`config.mk`:
```
export PLATFORM = sky130hd
export DESIGN_NAME = tdm_rx_slot_extract
export DESIGN_NICKNAME = d
export VERILOG_FILES = /design/src/rtl/tdm_rx_pkg.sv /design/src/rtl/tdm_rx_framer.sv /design/src/rtl/tdm_rx_word_cap.sv /design/src/rtl/tdm_rx_mixer.sv /design/src/rtl/tdm_rx_slot_extract.sv
export SDC_FILE = /design/constraint.sdc
export NUM_CORES = 1
export LEC_CHECK = 0
export BUFFER_PORTS_ARGS = -buffer_cell sky130_fd_sc_hd__buf_4
export CORE_UTILIZATION = 55
export CTS_CLUSTER_SIZE = 30
export DETAILED_ROUTE_END_ITERATION = 10
export GPL_TIMING_DRIVEN = 0
export PLACE_DENSITY_LB_ADDON = 0.15
export SYNTH_ARGS = -nofsm -noshare
export SYNTH_HDL_FRONTEND = slang
export SYNTH_HIERARCHICAL = 1
export SYNTH_SLANG_ARGS = --single-unit
```
`constraint.sdc`:
```
create_clock -name clk -period 10.6 [get_ports clk]
set_input_delay 1.59 -clock clk [delete_from_list [all_inputs] [get_ports clk]]
set_output_delay 1.59 -clock clk [all_outputs]
set_load 0.01 [all_outputs]
```
`src/rtl/tdm_rx_pkg.sv`:
```
// Shared codes and length decoders for the TDM receive slot extractor.
// Assumes length codes are static while frames are received.
package tdm_rx_pkg;

    localparam int unsigned LEN_W = 6;

    typedef enum logic [1:0] {
        SEL_STRAP = 2'b00,
        SEL_LEFT  = 2'b01,
        SEL_RIGHT = 2'b10,
        SEL_MIX   = 2'b11
    } sel_mode_e;

    // Slot length in bits; reserved code decodes as 32.
    function automatic logic [LEN_W-1:0] slot_len_bits(input logic [1:0] code);
        case (code)
            2'b00:   return 6'd16;
            2'b01:   return 6'd24;
            default: return 6'd32;
        endcase
    endfunction

    // Word length in bits.
    function automatic logic [LEN_W-1:0] word_len_bits(input logic [1:0] code);
        case (code)
            2'b00:   return 6'd16;
            2'b01:   return 6'd20;
            2'b10:   return 6'd24;
            default: return 6'd32;
        endcase
    endfunction

    // Word length clipped to the slot length.
    function automatic logic [LEN_W-1:0] eff_word_bits(input logic [1:0] slen_code,
                                                       input logic [1:0] wlen_code);
        logic [LEN_W-1:0] s;
        logic [LEN_W-1:0] w;
        s = slot_len_bits(slen_code);
        w = word_len_bits(wlen_code);
        return (w > s) ? s : w;
    endfunction

endpackage

```
`src/rtl/tdm_rx_framer.sv`:
```
// Oversamples bit clock, frame sync and data on the system clock,
// detects the chosen capture edge and the chosen frame-start transition,
// and numbers bits from the frame start (position 0).
// Assumes the bit clock runs at most at a quarter of clk and that
// frame sync and data are stable around the capture edge.
module tdm_rx_framer #(
    parameter int unsigned POS_W = 11
) (
    input  logic             clk,
    input  logic             rst_n,
    input  logic             bclk_i,
    input  logic             fsync_i,
    input  logic             sdin_i,
    input  logic             start_fall_i,
    input  logic             cap_fall_i,
    output logic             cap_en_o,
    output logic             bit_o,
    output logic [POS_W-1:0] pos_o,
    output logic             start_o,
    output logic             seen_o,
    output logic [POS_W:0]   frame_len_o
);

    localparam logic [POS_W-1:0] POS_MAX = '1;

    logic             bclk_q;
    logic             bclk_d;
    logic             fsync_q;
    logic             sdin_q;
    logic             fsync_cap;
    logic             seen_q;
    logic [POS_W-1:0] pos_q;

    // Input sampling stage and bit-clock history.
    always_ff @(posedge clk) begin
        if (!rst_n) begin
            bclk_q  <= 1'b0;
            bclk_d  <= 1'b0;
            fsync_q <= 1'b0;
            sdin_q  <= 1'b0;
        end else begin
            bclk_q  <= bclk_i;
            bclk_d  <= bclk_q;
            fsync_q <= fsync_i;
            sdin_q  <= sdin_i;
        end
    end

    // Capture edge, frame start and next bit position.
    always_comb begin
        cap_en_o = cap_fall_i ? (bclk_d & ~bclk_q) : (~bclk_d & bclk_q);
        start_o  = cap_en_o & (start_fall_i ? (fsync_cap & ~fsync_q)
                                            : (~fsync_cap & fsync_q));
        if (start_o) begin
            pos_o = '0;
        end else if (pos_q == POS_MAX) begin
            pos_o = POS_MAX;
        end else begin
            pos_o = pos_q + 1'b1;
        end
        frame_len_o = {1'b0, pos_q} + {{POS_W{1'b0}}, 1'b1};
        bit_o       = sdin_q;
        seen_o      = seen_q;
    end

    // Per-capture-edge state: last frame sync, position, first-frame flag.
    always_ff @(posedge clk) begin
        if (!rst_n) begin
            fsync_cap <= 1'b0;
            pos_q     <= POS_MAX;
            seen_q    <= 1'b0;
        end else if (cap_en_o) begin
            fsync_cap <= fsync_q;
            pos_q     <= pos_o;
            if (start_o) begin
                seen_q <= 1'b1;
            end
        end
    end

endmodule

```
`src/rtl/tdm_rx_word_cap.sv`:
```
// Captures one word from one slot by position window, MSB first, and
// presents it MSB-aligned; zero when the slot overruns the frame.
// Assumes word_bits_i <= slot_bits_i <= SAMPLE_W and static configuration.
module tdm_rx_word_cap #(
    parameter int unsigned POS_W    = 11,
    parameter int unsigned OFFSET_W = 5,
    parameter int unsigned SLOT_W   = 4,
    parameter int unsigned SAMPLE_W = 32,
    parameter int unsigned LEN_W    = 6
) (
    input  logic                clk,
    input  logic                rst_n,
    input  logic                cap_en_i,
    input  logic                bit_i,
    input  logic [POS_W-1:0]    pos_i,
    input  logic [OFFSET_W-1:0] offset_i,
    input  logic [SLOT_W-1:0]   slot_i,
    input  logic [LEN_W-1:0]    slot_bits_i,
    input  logic [LEN_W-1:0]    word_bits_i,
    input  logic                right_just_i,
    input  logic [POS_W:0]      frame_len_i,
    output logic [SAMPLE_W-1:0] word_o
);

    localparam int unsigned EXT_W = POS_W + 1;

    logic [EXT_W-1:0]    slot_first;
    logic [EXT_W-1:0]    slot_end;
    logic [EXT_W-1:0]    word_first;
    logic [EXT_W-1:0]    word_end;
    logic [EXT_W-1:0]    pos_ext;
    logic                in_window;
    logic                fits;
    logic [LEN_W:0]      shift_amt;
    logic [SAMPLE_W-1:0] shreg;
    logic [SAMPLE_W-1:0] aligned;

    // Slot and word bit windows, bounds test and alignment.
    always_comb begin
        slot_first = EXT_W'(offset_i) + EXT_W'(slot_i) * EXT_W'(slot_bits_i);
        slot_end   = slot_first + EXT_W'(slot_bits_i);
        word_first = slot_first + (right_just_i ? EXT_W'(slot_bits_i - word_bits_i)
                                                : {EXT_W{1'b0}});
        word_end   = word_first + EXT_W'(word_bits_i);
        pos_ext    = {1'b0, pos_i};
        in_window  = (pos_ext >= word_first) && (pos_ext < word_end);
        fits       = (slot_end <= frame_len_i);
        shift_amt  = (LEN_W+1)'(SAMPLE_W) - {1'b0, word_bits_i};
        aligned    = shreg << shift_amt;
        word_o     = fits ? aligned : '0;
    end

    // Shift in word bits while the position is inside the window.
    always_ff @(posedge clk) begin
        if (!rst_n) begin
            shreg <= '0;
        end else if (cap_en_i && in_window) begin
            shreg <= {shreg[SAMPLE_W-2:0], bit_i};
        end
    end

endmodule

```
`src/rtl/tdm_rx_mixer.sv`:
```
// Picks the mono result from the two captured words and registers it
// with a one-cycle strobe. Assumes words are two's complement MSB-aligned.
module tdm_rx_mixer
    import tdm_rx_pkg::*;
#(
    parameter int unsigned SAMPLE_W = 32
) (
    input  logic                clk,
    input  logic                rst_n,
    input  logic                take_i,
    input  logic [1:0]          sel_i,
    input  logic [SAMPLE_W-1:0] left_i,
    input  logic [SAMPLE_W-1:0] right_i,
    output logic [SAMPLE_W-1:0] sample_o,
    output logic                valid_o
);

    logic [SAMPLE_W:0]   sum;
    logic [SAMPLE_W-1:0] pick;

    // Sign-extended sum and select.
    always_comb begin
        sum = {left_i[SAMPLE_W-1], left_i} + {right_i[SAMPLE_W-1], right_i};
        case (sel_mode_e'(sel_i))
            SEL_RIGHT: pick = right_i;
            SEL_MIX:   pick = SAMPLE_W'(sum >> 1);
            default:   pick = left_i;
        endcase
    end

    // Output register and strobe.
    always_ff @(posedge clk) begin
        if (!rst_n) begin
            sample_o <= '0;
            valid_o  <= 1'b0;
        end else begin
            valid_o <= take_i;
            if (take_i) begin
                sample_o <= pick;
            end
        end
    end

endmodule

```
`src/rtl/tdm_rx_slot_extract.sv`:
```
// Top of the TDM receive slot extractor: framer, two slot capture units
// (first one serves strap or left slot, second one the right slot) and
// the output mixer. Assumes configuration is static during reception.
module tdm_rx_slot_extract
    import tdm_rx_pkg::*;
#(
    parameter int unsigned OFFSET_W      = 5,
    parameter int unsigned SLOT_W        = 4,
    parameter int unsigned SAMPLE_W      = 32,
    parameter int unsigned MAX_SLOT_BITS = 32
) (
    input  logic                clk,
    input  logic                rst_n,
    input  logic                bclk_i,
    input  logic                fsync_i,
    input  logic                sdin_i,
    input  logic                cfg_start_fall_i,
    input  logic                cfg_cap_fall_i,
    input  logic [OFFSET_W-1:0] cfg_offset_i,
    input  logic [1:0]          cfg_slot_len_i,
    input  logic [1:0]          cfg_word_len_i,
    input  logic                cfg_right_just_i,
    input  logic [SLOT_W-1:0]   cfg_left_slot_i,
    input  logic [SLOT_W-1:0]   cfg_right_slot_i,
    input  logic [1:0]          cfg_sel_i,
    input  logic [SLOT_W-1:0]   strap_slot_i,
    output logic [SAMPLE_W-1:0] sample_o,
    output logic                sample_valid_o
);

    localparam int unsigned POS_W   = $clog2((1 << OFFSET_W) + ((1 << SLOT_W) + 1) * MAX_SLOT_BITS) + 1;
    localparam int unsigned N_CHAN  = 2;

    logic                cap_en;
    logic                bit_s;
    logic [POS_W-1:0]    pos;
    logic                frame_start;
    logic                seen;
    logic [POS_W:0]      frame_len;
    logic [LEN_W-1:0]    slot_bits;
    logic [LEN_W-1:0]    word_bits;
    logic [SLOT_W-1:0]   slot_idx [N_CHAN];
    logic [SAMPLE_W-1:0] words    [N_CHAN];

    tdm_rx_framer #(
        .POS_W (POS_W)
    ) i_framer (
        .clk          (clk),
        .rst_n        (rst_n),
        .bclk_i       (bclk_i),
        .fsync_i      (fsync_i),
        .sdin_i       (sdin_i),
        .start_fall_i (cfg_start_fall_i),
        .cap_fall_i   (cfg_cap_fall_i),
        .cap_en_o     (cap_en),
        .bit_o        (bit_s),
        .pos_o        (pos),
        .start_o      (frame_start),
        .seen_o       (seen),
        .frame_len_o  (frame_len)
    );

    // Length decode and slot index routing per channel.
    always_comb begin
        slot_bits   = slot_len_bits(cfg_slot_len_i);
        word_bits   = eff_word_bits(cfg_slot_len_i, cfg_word_len_i);
        slot_idx[0] = (sel_mode_e'(cfg_sel_i) == SEL_STRAP) ? strap_slot_i : cfg_left_slot_i;
        slot_idx[1] = cfg_right_slot_i;
    end

    for (genvar g = 0; g < N_CHAN; g++) begin : g_chan
        tdm_rx_word_cap #(
            .POS_W    (POS_W),
            .OFFSET_W (OFFSET_W),
            .SLOT_W   (SLOT_W),
            .SAMPLE_W (SAMPLE_W),
            .LEN_W    (LEN_W)
        ) i_cap (
            .clk          (clk),
            .rst_n        (rst_n),
            .cap_en_i     (cap_en),
            .bit_i        (bit_s),
            .pos_i        (pos),
            .offset_i     (cfg_offset_i),
            .slot_i       (slot_idx[g]),
            .slot_bits_i  (slot_bits),
            .word_bits_i  (word_bits),
            .right_just_i (cfg_right_just_i),
            .frame_len_i  (frame_len),
            .word_o       (words[g])
        );
    end

    tdm_rx_mixer #(
        .SAMPLE_W (SAMPLE_W)
    ) i_mixer (
        .clk      (clk),
        .rst_n    (rst_n),
        .take_i   (frame_start & seen),
        .sel_i    (cfg_sel_i),
        .left_i   (words[0]),
        .right_i  (words[1]),
        .sample_o (sample_o),
        .valid_o  (sample_valid_o)
    );

endmodule

```
==> results.cfg <==
[worst_setup_path]
cp.arrival_ps = 10450
required_ps = 10970
end_kind = flip-flop
critPathBufInv = 4
reg2regPathDepth = 25
crit_top_cell = ha_1
startpoint = cfg_sel_i[1]
cp-start-kind = primary input
cpPeakStageDelay_ps = 490
r2r_end = i_mixer/sample_o[29]$_SDFFE_PN0P_
cp-endpoint = i_mixer/sample_o[28]$_SDFFE_PN0P_
rr_startpoint = i_framer/pos_q[0]$_SDFFE_PN1P_
cp_max_fo = 10
critPathTopFamily = compound AO/OA/AOI/OAI gates
critPathKind = in2reg
worstSetupPathDepth = 36
cpMaxStageDelayCell = o41ai_2
rrSetupSlack_ps = 3830

[die]
die_area_mm2 = 0.0312
initial_utilization_pct = 56.3
core_mm2 = 0.0298
io_pins = 64
row_count = 63
die_height_um = 177
die_w_um = 177

[global_routing]
antenna_found_initial = 2
grt_start_max_net_pins = 17
grt_pass1_wl_um = 80600
grtUsageTotal_pct = 32.7
first_global_vias = 15653
grt-ovfl-total = 0

[cts]
cts.clk_slew.worst_paths_ps = 50
cts_tree = yes
hold_buffers = 0
cts_buffers = 17
worstSkewPairLatency_ps = 440
clk_path_buf_depth = 2
root_buffer = clkbuf_16
h-tree-depth = 4
clkSinkCount = 114

[routing]
viasPerCell = 6.16
routed_wl_um = 50000
num_vias = 16212
drt-wirelength-per-cell_um = 19.0
drtAntennaViolNets = 0
drcViolationCount = 0
first_iter_violations = 1542
dr.pass1.iters = 6

[timing]
hold_violations = 0
period_share_pct = 95.1
whs_ps = 455
fin_crit_ps = 10080
report.final.slew_viol_count = 0
fin_ws_ps = 522
fmax_mhz = 99.2
fin_skew_ps = 9.18
max_slew.worst_pin.slew_ps = 898
setup_viol = 0
max_slew_margin_pct = 40.1

[logic_synthesis]
synthArstFlopShare_pct = 0
ys.flop_type = dfxtp_1
synth_seq_cells = 114
synthesis.area_mm2 = 0.0168
synth_top_area_share_pct = 15.2
yosysSeqAreaShare_pct = 13.6
yosysMostFrequentCell = nand2_1
synthTopCellsByCount = 230 x nand2_1, 204 x ha_1, 171 x nor2_1
synthTopCellsByArea = ha_1 15%, dfxtp_1 14%, mux2i_1 7.2%
synth_top_area_cell = ha_1
syn_inst = 2092
synth_edf_count = 0
ys.warnings.count = 6
synth_cell_types = 109
avgSynthCellArea_um2 = 8.01

[placement]
io_buffers = 63
place_congestion = 0.968
dp_hpwl_um = 40500
detailedPlace.worstSlack_ps = -711

[layout]
drive_gt1_share_pct = 10.5
fillers = 2697
syn_to_final_growth_pct = 11.3
fin_nets = 2496

[pwr]
power_density_mw_per_mm2 = 184
leakagePower_nw = 8.31
irDropWorstVdd_v = 0.000223

[status]
outcome = finished clean

[worst_hold_path]
hp-class = reg2reg

[job]
drv_cap = 0
[power by group]
group / internal [mW] / switching [mW]
registers: 0.433 / 0.00475
logic: 1.02 / 1.36
clock network: 0.398 / 0.214
total: 1.85 / 1.58
[state kept, by name (all words and copies together), names as in the netlist]
register            flops
i_framer/bclk_q         1
i_mixer/sample_o       32
i_framer/fsync_cap      1
i_framer/fsync_q        1
i_framer/bit_o          1
i_framer/pos_q         11
i_framer/bclk_d         1
g_chan.i_cap/shreg     64
i_mixer/valid_o         1
i_framer/seen_o         1
[stage by stage]
stage / utilization [%] / TNS (ps) / cell area (µm²) / instances / total power, mW
after floorplan: - / 0 / 17000 / 2143 / 2.29
after global placement: 60.1 / -5650 / 17900 / 2596 / 2.69
after detailed placement: 60.1 / -8390 / 17900 / 2596 / 2.76
after CTS: 62.2 / 0 / 18500 / 2628 / 3.39
after global routing: 62.6 / -47.4 / 18700 / 2631 / 3.77
final: 62.6 / 0 / 18700 / 2632 / 3.43
[timing repair]
| item | CTS | global route |
|---|---|---|
| setup buffers | 0 | 3 |
| setup endpoints to repair | 8 | 27 |
| gates resized for setup | 1 | 19 |
[how the worst min path moves through the flow]
stage | start | endpoint | slack (ps) | cells after the start
floorplan | i_framer/seen_o$_SDFFE_PN0P_ | i_framer/seen_o$_SDFFE_PN0P_ | 430 | 2
global placement | i_mixer/sample_o[10]$_SDFFE_PN0P_ | i_mixer/sample_o[10]$_SDFFE_PN0P_ | 440 | 2
detailed placement | i_mixer/sample_o[22]$_SDFFE_PN0P_ | i_mixer/sample_o[22]$_SDFFE_PN0P_ | 450 | 1
CTS | i_mixer/sample_o[22]$_SDFFE_PN0P_ | i_mixer/sample_o[22]$_SDFFE_PN0P_ | 460 | 1
global route | g_chan[0].i_cap/shreg[31]$_SDFFE_PN0P_ | g_chan[0].i_cap/shreg[31]$_SDFFE_PN0P_ | 490 | 2
finish | i_mixer/sample_o[22]$_SDFFE_PN0P_ | i_mixer/sample_o[22]$_SDFFE_PN0P_ | 460 | 1
[layout by cell type (no fill, tap or decap), types with 56 or more instances in the layout]
master    count
xnor2_1      71
inv_1       141
mux2i_1     120
clkbuf_1     67
dfxtp_1     114
ha_1        204
and2_1       56
nor2_1      170
o21ai_0      80
buf_4        69
nand2_1     230
a21o_1       57
a21oi_1     143
[cells by family after synthesis]
kind of cell	count (synthesis)	synth area share, %
simple gates	695	20.0
compound gates	525	21.4
buf+inv	242	6.05
fa+ha+maj	237	19.2
mux	176	14.2
flops	114	13.6
xor+xnor	102	5.50
other cells	1	0.0224
[per-layer routing]
metal,GRT usage (%),routed length [µm]
met5,0,27
met3,4.67,3140
met2,53.1,22900
met1,42.6,21800
met4,15.6,2130
[cell type report]
class,count,area [µm²],area share [%]
plain buffers,98,475,2.55
multi-input cells,1787,13700,73.6
clock buffers,19,443,2.37
clock inverters,13,185,0.993
repair buffers,66,495,2.66
diodes,1,2.50,0.0134
inverters,144,544,2.92
flip-flops and latches,114,2280,12.2
well taps,390,488,2.62
Note: power is estimated with default switching activity, not from simulation.
